$ cat config.mk
export PLATFORM = sky130hd
export DESIGN_NAME = td_done_check
export DESIGN_NICKNAME = d
export VERILOG_FILES = /design/src/rtl/td_pkg.sv /design/src/rtl/td_rst_sync.sv /design/src/rtl/td_byte_calc.sv /design/src/rtl/td_classify.sv /design/src/rtl/td_out_stage.sv /design/src/rtl/td_done_check.sv
export SDC_FILE = /design/constraint.sdc
export NUM_CORES = 1
export LEC_CHECK = 0
export BUFFER_PORTS_ARGS = -buffer_cell sky130_fd_sc_hd__buf_2
export CAP_MARGIN = 20
export CORE_ASPECT_RATIO = 0.6
export CORE_MARGIN = 2
export CORE_UTILIZATION = 56
export DETAILED_ROUTE_END_ITERATION = 7
export GPL_ROUTABILITY_DRIVEN = 0
export GPL_TIMING_DRIVEN = 0
export PLACE_DENSITY = 0.85
export SYNTH_ARGS = -nofsm -noshare
export SYNTH_HDL_FRONTEND = slang
export SYNTH_HIERARCHICAL = 1
export SYNTH_SLANG_ARGS = --single-unit
$ cat constraint.sdc
create_clock -name clk -period 3.9 [get_ports clk]
set_clock_uncertainty 0.15 [all_clocks]
set_input_delay 0.39 -clock clk [delete_from_list [all_inputs] [get_ports clk]]
set_output_delay 0.39 -clock clk [all_outputs]
set_load 0.005 [all_outputs]
$ cat src/rtl/td_pkg.sv
package td_pkg;
  // status vector bit positions
  localparam int unsigned ST_ACTIVE = 3;
  localparam int unsigned ST_HALT   = 2;
  localparam int unsigned ST_XERR   = 1;
  localparam int unsigned ST_BERR   = 0;
  localparam int unsigned ST_W      = 4;

  typedef enum logic [2:0] {
    RES_OK         = 3'd0,
    RES_PENDING    = 3'd1,
    RES_SHORT_RX   = 3'd2,
    RES_OVERFLOW   = 3'd3,
    RES_ISO_PKT    = 3'd4,
    RES_ISO_FULFIL = 3'd5,
    RES_UNCLASS    = 3'd6
  } td_result_e;
endpackage

$ cat src/rtl/td_rst_sync.sv
module td_rst_sync (
  input  logic clk,
  input  logic rst_n,
  output logic rst_ok
);
  logic [1:0] sync_q;
  logic [1:0] sync_d;

  always_comb sync_d = {sync_q[0], 1'b1};

  always_ff @(posedge clk or negedge rst_n) begin
    if (!rst_n) sync_q <= 2'b00;
    else        sync_q <= sync_d;
  end

  assign rst_ok = sync_q[1];
endmodule

$ cat src/rtl/td_byte_calc.sv
module td_byte_calc #(
  parameter int unsigned BYTE_W = 16
) (
  input  logic [BYTE_W-1:0] total,
  input  logic [BYTE_W-1:0] actual,
  output logic [BYTE_W-1:0] remaining,
  output logic              over,
  output logic              rem_zero
);
  always_comb begin
    over      = (actual > total);
    remaining = over ? '0 : (total - actual);
    rem_zero  = (remaining == '0);
  end
endmodule

$ cat src/rtl/td_classify.sv
module td_classify
  import td_pkg::*;
(
  input  logic [ST_W-1:0] status,
  input  logic            dir_rx,
  input  logic            iso,
  input  logic            over,
  input  logic            rem_zero,
  output td_result_e      result
);
  logic iso_rx;

  always_comb begin
    iso_rx = iso & dir_rx;
    result = RES_UNCLASS;
    if (status[ST_ACTIVE]) begin
      result = RES_PENDING;
    end else if (over) begin
      result = RES_OVERFLOW;
    end else if (!status[ST_HALT]) begin
      case ({status[ST_XERR], status[ST_BERR]})
        2'b00: begin
          if (rem_zero)    result = RES_OK;
          else if (dir_rx) result = RES_SHORT_RX;
          else             result = RES_PENDING;
        end
        2'b01:   result = RES_OVERFLOW;
        2'b10:   result = iso_rx ? RES_ISO_PKT    : RES_UNCLASS;
        default: result = iso_rx ? RES_ISO_FULFIL : RES_UNCLASS;
      endcase
    end
  end
endmodule

$ cat src/rtl/td_out_stage.sv
module td_out_stage
  import td_pkg::*;
#(
  parameter int unsigned BYTE_W = 16
) (
  input  logic              clk,
  input  logic              rst_n,
  input  logic              rst_ok,
  input  logic              in_valid,
  output logic              in_ready,
  input  td_result_e        d_result,
  input  logic [BYTE_W-1:0] d_remaining,
  input  logic [ST_W-1:0]   d_status,
  output logic              out_valid,
  input  logic              out_ready,
  output logic [2:0]        out_result,
  output logic [BYTE_W-1:0] out_remaining,
  output logic [ST_W-1:0]   out_status
);
  logic              vld_q, vld_d;
  logic              load_en;
  td_result_e        res_q;
  logic [BYTE_W-1:0] rem_q;
  logic [ST_W-1:0]   st_q;

  always_comb begin
    in_ready = rst_ok & (~vld_q | out_ready);
    load_en  = in_valid & in_ready;
    vld_d    = vld_q;
    if (load_en)        vld_d = 1'b1;
    else if (out_ready) vld_d = 1'b0;
  end

  always_ff @(posedge clk or negedge rst_n) begin
    if (!rst_n) vld_q <= 1'b0;
    else        vld_q <= vld_d;
  end

  // data path: clock-enabled, no reset
  always_ff @(posedge clk) begin
    if (load_en) begin
      res_q <= d_result;
      rem_q <= d_remaining;
      st_q  <= d_status;
    end
  end

  assign out_valid     = vld_q;
  assign out_result    = res_q;
  assign out_remaining = rem_q;
  assign out_status    = st_q;
endmodule

$ cat src/rtl/td_done_check.sv
module td_done_check
  import td_pkg::*;
#(
  parameter int unsigned BYTE_W = 16
) (
  input  logic              clk,
  input  logic              rst_n,
  input  logic              in_valid,
  output logic              in_ready,
  input  logic [3:0]        in_status,
  input  logic              in_dir_rx,
  input  logic              in_iso,
  input  logic [BYTE_W-1:0] in_total,
  input  logic [BYTE_W-1:0] in_actual,
  output logic              out_valid,
  input  logic              out_ready,
  output logic [2:0]        out_result,
  output logic [BYTE_W-1:0] out_remaining,
  output logic [3:0]        out_status
);
  logic              rst_ok;
  logic [BYTE_W-1:0] calc_rem;
  logic [BYTE_W-1:0] new_rem;
  logic              over;
  logic              rem_zero;
  td_result_e        cls_result;

  td_rst_sync u_rst (
    .clk    (clk),
    .rst_n  (rst_n),
    .rst_ok (rst_ok)
  );

  td_byte_calc #(.BYTE_W(BYTE_W)) u_calc (
    .total     (in_total),
    .actual    (in_actual),
    .remaining (calc_rem),
    .over      (over),
    .rem_zero  (rem_zero)
  );

  td_classify u_cls (
    .status   (in_status),
    .dir_rx   (in_dir_rx),
    .iso      (in_iso),
    .over     (over),
    .rem_zero (rem_zero),
    .result   (cls_result)
  );

  // a still-active descriptor keeps its owed count
  assign new_rem = in_status[ST_ACTIVE] ? in_total : calc_rem;

  td_out_stage #(.BYTE_W(BYTE_W)) u_out (
    .clk           (clk),
    .rst_n         (rst_n),
    .rst_ok        (rst_ok),
    .in_valid      (in_valid),
    .in_ready      (in_ready),
    .d_result      (cls_result),
    .d_remaining   (new_rem),
    .d_status      (in_status),
    .out_valid     (out_valid),
    .out_ready     (out_ready),
    .out_result    (out_result),
    .out_remaining (out_remaining),
    .out_status    (out_status)
  );
endmodule

* After elaboration in Yosys (flattened, before gate mapping)
Cells that the tools add are included.
** Word-level totals
- Output and inout port bits :: 25
- Flip-flop bits (word level) :: 26
- Bits of input ports :: 42
- Logic and storage cells :: 30
** Cells by class
- Muxes and demuxes :: 11
- Bitwise logic cells :: 5
- Eq/ne operators :: 2
- Reductions and logical operators :: 4
- Add/sub/neg operators :: 1
- Order comparisons :: 1
** Operators by type and width (count)
- two-way mux 16 bit :: 2
- greater-than comparator 16 bit :: 1
- logical NOT 16 bit :: 1
- subtractor 16 bit :: 1
- case mux 3 bit (3 select lines) :: 1
- two-way mux 2 bit :: 4
- two-way mux 3 bit :: 2
- AND 1 bit :: 3
- equality test 2 x 1 -> 1 bit, second input constant :: 1
- equality test 2 bit, second input constant :: 1
- logical NOT 2 bit :: 1
- two-way mux 1 bit :: 2
- nonzero test 2 bit :: 1
- OR reduction 2 bit :: 1
- NOT 1 bit :: 1
- OR 1 bit :: 1

* Longest topological paths before layout
- Word-level depth :: 7
- Mapped depth :: 14
- Depth with buffers taken out :: 14

* Cells and area by module
The synthesis kept the hierarchy.
** Modules (own cells, without submodules)
- td_byte_calc :: sequential area each 0.0 um^2, cells an instance 145, area an instance 1036.0 um^2, times used 1
- td_out_stage :: sequential area each 715.7 um^2, cells an instance 29, area an instance 759.5 um^2, times used 1
- td_done_check :: sequential area each 0.0 um^2, cells an instance 18, area an instance 249.0 um^2, times used 1
- td_classify :: sequential area each 0.0 um^2, cells an instance 12, area an instance 63.8 um^2, times used 1
- td_rst_sync :: sequential area each 50.0 um^2, cells an instance 3, area an instance 53.8 um^2, times used 1

* Worst setup path before layout
Ideal clock, no wire load.
- Path kind :: input to register
- Start point :: input in_total[0]
- End point :: register u_out.res_q[0], in the netlist u_out/out_result[0], data pin
- Arrival time :: 2.767 ns
- Stages on the path :: 14
- Buffers on the path :: 0
- Library setup time :: 0.269 ns
- Required time :: 3.481 ns
- Setup slack :: 0.713 ns
- Cell sequence :: inv_1 ha_1 fa_1 nor2b_1 o31a_1 o21a_2 xnor2_1 o21a_1 a41oi_1 or3_1 a2111oi_2 nor2_1 o21ai_0 o311ai_1
** On the way
- Word-level cells in the longest chain between the ends :: 6
- Elaborated cells on any way between the ends :: 8
- Classes of those cells :: 1 x add/sub; 1 x order compare; 4 x mux; 2 x reduce/logical
** Ends and longest elaborated chain
- from (decl) :: line td_done_check.sv:13 : input logic [BYTE_W-1:0] in_total,
- subtractor 16 bit / greater-than comparator 16 bit (equally long branches) :: line td_byte_calc.sv:12, td_byte_calc.sv:11
- two-way mux 16 bit (*) :: line td_byte_calc.sv:12 : remaining = over ? '0 : (total - actual);
- logical NOT 16 bit (*) :: line td_byte_calc.sv:13 : rem_zero = (remaining == '0);
- via rem_zero :: line td_done_check.sv:25 : logic rem_zero;
- two-way mux 3 bit (*) :: line td_classify.sv:23 : if (rem_zero) result = RES_OK;
- case mux 3 bit (3 select lines) (*) :: line td_classify.sv:21 : case ({status[ST_XERR], status[ST_BERR]})
- two-way mux 3 bit (*) :: line td_classify.sv:20 : end else if (!status[ST_HALT]) begin
- to (signal assigned) :: line td_out_stage.sv:42 : res_q <= d_result;
- to (decl) :: line td_out_stage.sv:22 : td_result_e res_q;
Mark *: on every way through the listed nets, which the timed path passes. The rest lies on a longest branch.
A chain may end at the register's enable or synchronous reset.

* Worst setup path after layout
- Start point :: input in_actual[1]
- End point :: register u_out.res_q[0], in the netlist u_out/out_result[0], data pin
** On the way
- Word-level cells in the longest chain between the ends :: 6
- Elaborated cells on any way between the ends :: 8
- Classes of those cells :: 1 x add/sub; 1 x order compare; 4 x mux; 2 x reduce/logical
** Ends and longest elaborated chain
- from (decl) :: line td_done_check.sv:14 : input logic [BYTE_W-1:0] in_actual,
- subtractor 16 bit / greater-than comparator 16 bit (equally long branches) :: line td_byte_calc.sv:12, td_byte_calc.sv:11
- two-way mux 16 bit (*) :: line td_byte_calc.sv:12
- logical NOT 16 bit (*) :: line td_byte_calc.sv:13
- via rem_zero :: line td_done_check.sv:25
- two-way mux 3 bit (*) :: line td_classify.sv:23
- case mux 3 bit (3 select lines) (*) :: line td_classify.sv:21
- two-way mux 3 bit (*) :: line td_classify.sv:20
Marked as above.

==> qor.tcl <==
set qor(reg2reg_to) {u_out/out_remaining[11]$_DFFE_PP_}
set qor(postRouteWirelength_um) 5360
set qor(critPathSlowestCell) {o41ai_4}
set qor(endpoint_kind) {flip-flop}
set qor(cts.sink_count) 26
set qor(first_iteration_detailed_routing_drc_count) 191
set qor(rsz0062_at_grt) {false}
set qor(cts_resized) 0
set qor(cts_tree) {yes}
set qor(drtAntennaViolNets) 0
set qor(layout.cells.non_filler) 325
set qor(drtPass1Iterations) 4
set qor(syn_nets) 267
set qor(yosysTopAreaCellShare) 0.319
set qor(reg2reg_from) {u_out/out_valid$_DFFE_PN0P_}
set qor(run_status) {finished, final reports clean}
set qor(post_synth_main_area_contributors) {edfxtp_1 (32%), ha_1 (9.8%), mux2_4 (6.9%)}
set qor(antenna_found_initial) 0
set qor(timing.critical_path.max_delay_family) {compound AO/OA/AOI/OAI gates}
set qor(ys_seq_area_frac) 0.354
set qor(die_outline_area_um2) 4390
set qor(yosys.cell_types.count) 52
set qor(critPathMaxStageDelay_ns) 0.44
set qor(floorplan.initialDensity) 0.588
set qor(synthesized_cell_area_um2) 2160
set qor(fin_crit_ns) 3.69
set qor(ios) 67
set qor(max-cap-violations) 0
set qor(preCtsSetupSlack_ns) 0.0705
set qor(route.detailed.vias_per_inst) 5.72
set qor(number_of_enable_type_register_cells_in_the_synthesized_netlist) 23
set qor(post-layout-total-power_w) 0.000858
set qor(hold_path.class) {in2reg}
set qor(cts.root.buffer_cell) {clkbuf_8}
set qor(syn-instance-count) 207
set qor(r2r_setup_slack_ns) 2.29
set qor(postSynthAreaPerCell_um2) 10.4
set qor(globalRouteOverflowTotal) 0
set qor(tightestPinTransition_ns) 0.696
set qor(cts_htree_levels) 1
set qor(drive_gt1_frac) 0.378
set qor(worst-setup-path-type) {in2reg}
set qor(place_inst) 320
set qor(die-width_um) 84.2
set qor(cp.arrival_ns) 3.54
set qor(route.detailed.drc) 0
set qor(timing.final.setup_violations) 0
set qor(rows) 17
set qor(cts.reportedPaths.clkPinSlew_ns) 0.09
set qor(finalCritPeriodShare) 0.947
set qor(yosys_warnings) 6
set qor(final.setup.tns_ns) 0
set qor(grt_util_all_layers) 0.243
set qor(vias_in_the_first_global_route) 1686
set qor(final_core_utilization) 0.715
set qor(post_cts.repair.setup_buffers) 0
set qor(power_leakage_nw) 1.25
set qor(floorplan.core_area_um2) 3680
set qor(reg2regPathDepth) 2
set qor(startpoint_type_of_the_worst_setup_path) {input pin}
set qor(cp_max_fo) 4
set qor(place.detailed.hpwl_um) 4160
set qor(ctsLongestPathBuffers) 2
set qor(post-synth-top-area-cell) {edfxtp_1}
set qor(maxClockFrequency_ghz) 0.271
set qor(layout_area_growth_over_synthesis_pct) 21.8
set qor(antenna_cells_inserted) 0
set qor(slew_violations) 0
set qor(wl_per_cell_um) 16.5
set qor(irDropWorstVdd_mv) 0.265
set qor(final_nets) 339
set qor(power_density_nw_per_um2) 326
set qor(synth-seq-cells) 26
set qor(postLayoutSetupSlackWorst_ns) 0.208
set qor(cts_bufs_inserted) 3
set qor(port-buffer-count) 66
set qor(largest_net_degree_at_the_start_of_global_routing) 24
set qor(critPathBufInv) 2
set qor(async_flop_share) 0.115
set qor(ys_dominant_reg_cell) {edfxtp_1}
set qor(finalHoldViolCount) 0
set qor(crit_path_cell_trace) {buf_2 > inv_1 > ha_1 > nor2b_1 > o31ai_4 > a21oi_2 > o41ai_4 > xor2_1 > a41oi_1 > or3_1 > a2111oi_2 > nor2_1 > o21ai_0 > o311ai_1}
set qor(worst-path-stages) 14
set qor(timing.slew.headroom) 0.535
set qor(total_via_count_in_the_routed_design) 1860
set qor(crit_start) {in_actual[1]}
set qor(global_route_wire_length_before_repair_um) 8100
set qor(setup.worst_path.end) {u_out/out_result[0]$_DFFE_PP_}
set qor(clk_latency_worst_skew_pair_ns) 0.27
set qor(critical_path_required_ns) 3.75
set qor(die_y_um) 52.1
==> placed cells by master, fill, tap and decap left out, types with 6 or more instances in the layout <==
master    instances
nor3_1            6
nor2_1           21
mux2_2            6
mux2_4           10
a21oi_1          12
edfxtp_1         23
inv_1            23
nand2_1          11
ha_1             17
buf_2            66
o21ai_0           6
==> logic make-up (layout without fill, tap and decap cells) <==
group / count (synthesis) / after routing / share of synthesized area
multiplexers: 16 / 16 / 0.101
AO/OA/AOI/OAI: 51 / 51 / 0.198
XOR/XNOR: 9 / 9 / 0.0365
flip-flops: 26 / 26 / 0.354
adder cells (fa/ha/maj): 18 / 18 / 0.108
buffers and inverters: 26 / 97 / 0.0561
AND/OR/NAND/NOR: 60 / 60 / 0.145
other: 1 / 1 / 0.00173
==> how the worst min path moves through the flow <==
stage                            start                            end  slack, ns  cells past startpoint
final                     in_status[0]  u_out/out_status[0]$_DFFE_PP_       0.18                      1
after global routing      in_status[0]  u_out/out_status[0]$_DFFE_PP_       0.18                      1
after CTS                 in_status[0]  u_out/out_status[0]$_DFFE_PP_       0.18                      1
after detailed placement         rst_n    u_out/out_valid$_DFFE_PN0P_       0.04                      1
after global placement           rst_n    u_out/out_valid$_DFFE_PN0P_       0.04                      1
after floorplan                  rst_n    u_out/out_valid$_DFFE_PN0P_      -0.06                      0
==> synthesized netlist by cell type (2+ instances only) <==
cell type / number
a21o_1: 4
a21oi_1: 12
ha_1: 17
dfrtp_1: 3
a211oi_1: 2
mux2_2: 6
o21bai_1: 2
a2111oi_2: 2
o21a_1: 2
o21ai_0: 6
and2b_1: 2
a21boi_1: 2
nand2b_1: 2
o21a_2: 2
and3_1: 2
xnor2_1: 4
inv_1: 23
nand2_1: 11
mux2_4: 10
nor3_1: 6
nor2_1: 21
nand3_1: 4
edfxtp_1: 23
nor2b_1: 4
o21ai_1: 4
xor2_1: 5
==> where the power goes <==
| part | internal (W) | switching, W | total [W] |
|---|---|---|---|
| registers | 0.000324 | 0.00000479 | 0.000329 |
| clock network | 0.000137 | 0.0000883 | 0.000226 |
| logic | 0.000140 | 0.000164 | 0.000304 |
| total | 0.000601 | 0.000257 | 0.000858 |
==> timing repair <==
item                                    4_1_cts  5_1_grt
endpoints found under the hold margin         3        0
hold buffers                                  1        0
endpoints found under the setup margin        0        0
==> registers in the layout, summed over array words and instances, names as in the netlist <==
register,cells
u_out/out_remaining,16
u_out/out_status,4
u_out/out_result,3
u_out/out_valid,1
u_rst/sync_q,2
==> stage by stage <==
step	hold slack, ns	area, µm²
6_report	0.183	2630
5_1_grt	0.175	2630
4_1_cts	0.179	2630
3_5_place_dp	0.0411	2550
3_3_place_gp	0.0387	2550
2_1_floorplan	-0.0556	2160
==> layout make-up <==
class	instances	area, µm²
buffer	3	35.0
clock buffer	3	41.3
clock inverter	1	30.0
fill	274	1050
inverter	23	86.3
multi-input combinational	155	1270
sequential	26	766
tap	47	58.8
timing repair buffer	67	340
==> layer usage <==
metal,vias to the layer above,track usage,part of all wire
met1,866,0.315,0.44
met5,-,0,0
met2,96,0.414,0.46
met3,10,0.0540,0.085
li1,888,-,-
met4,0,0.0699,0.012
No activity file was read; power rests on OpenSTA's default activity.
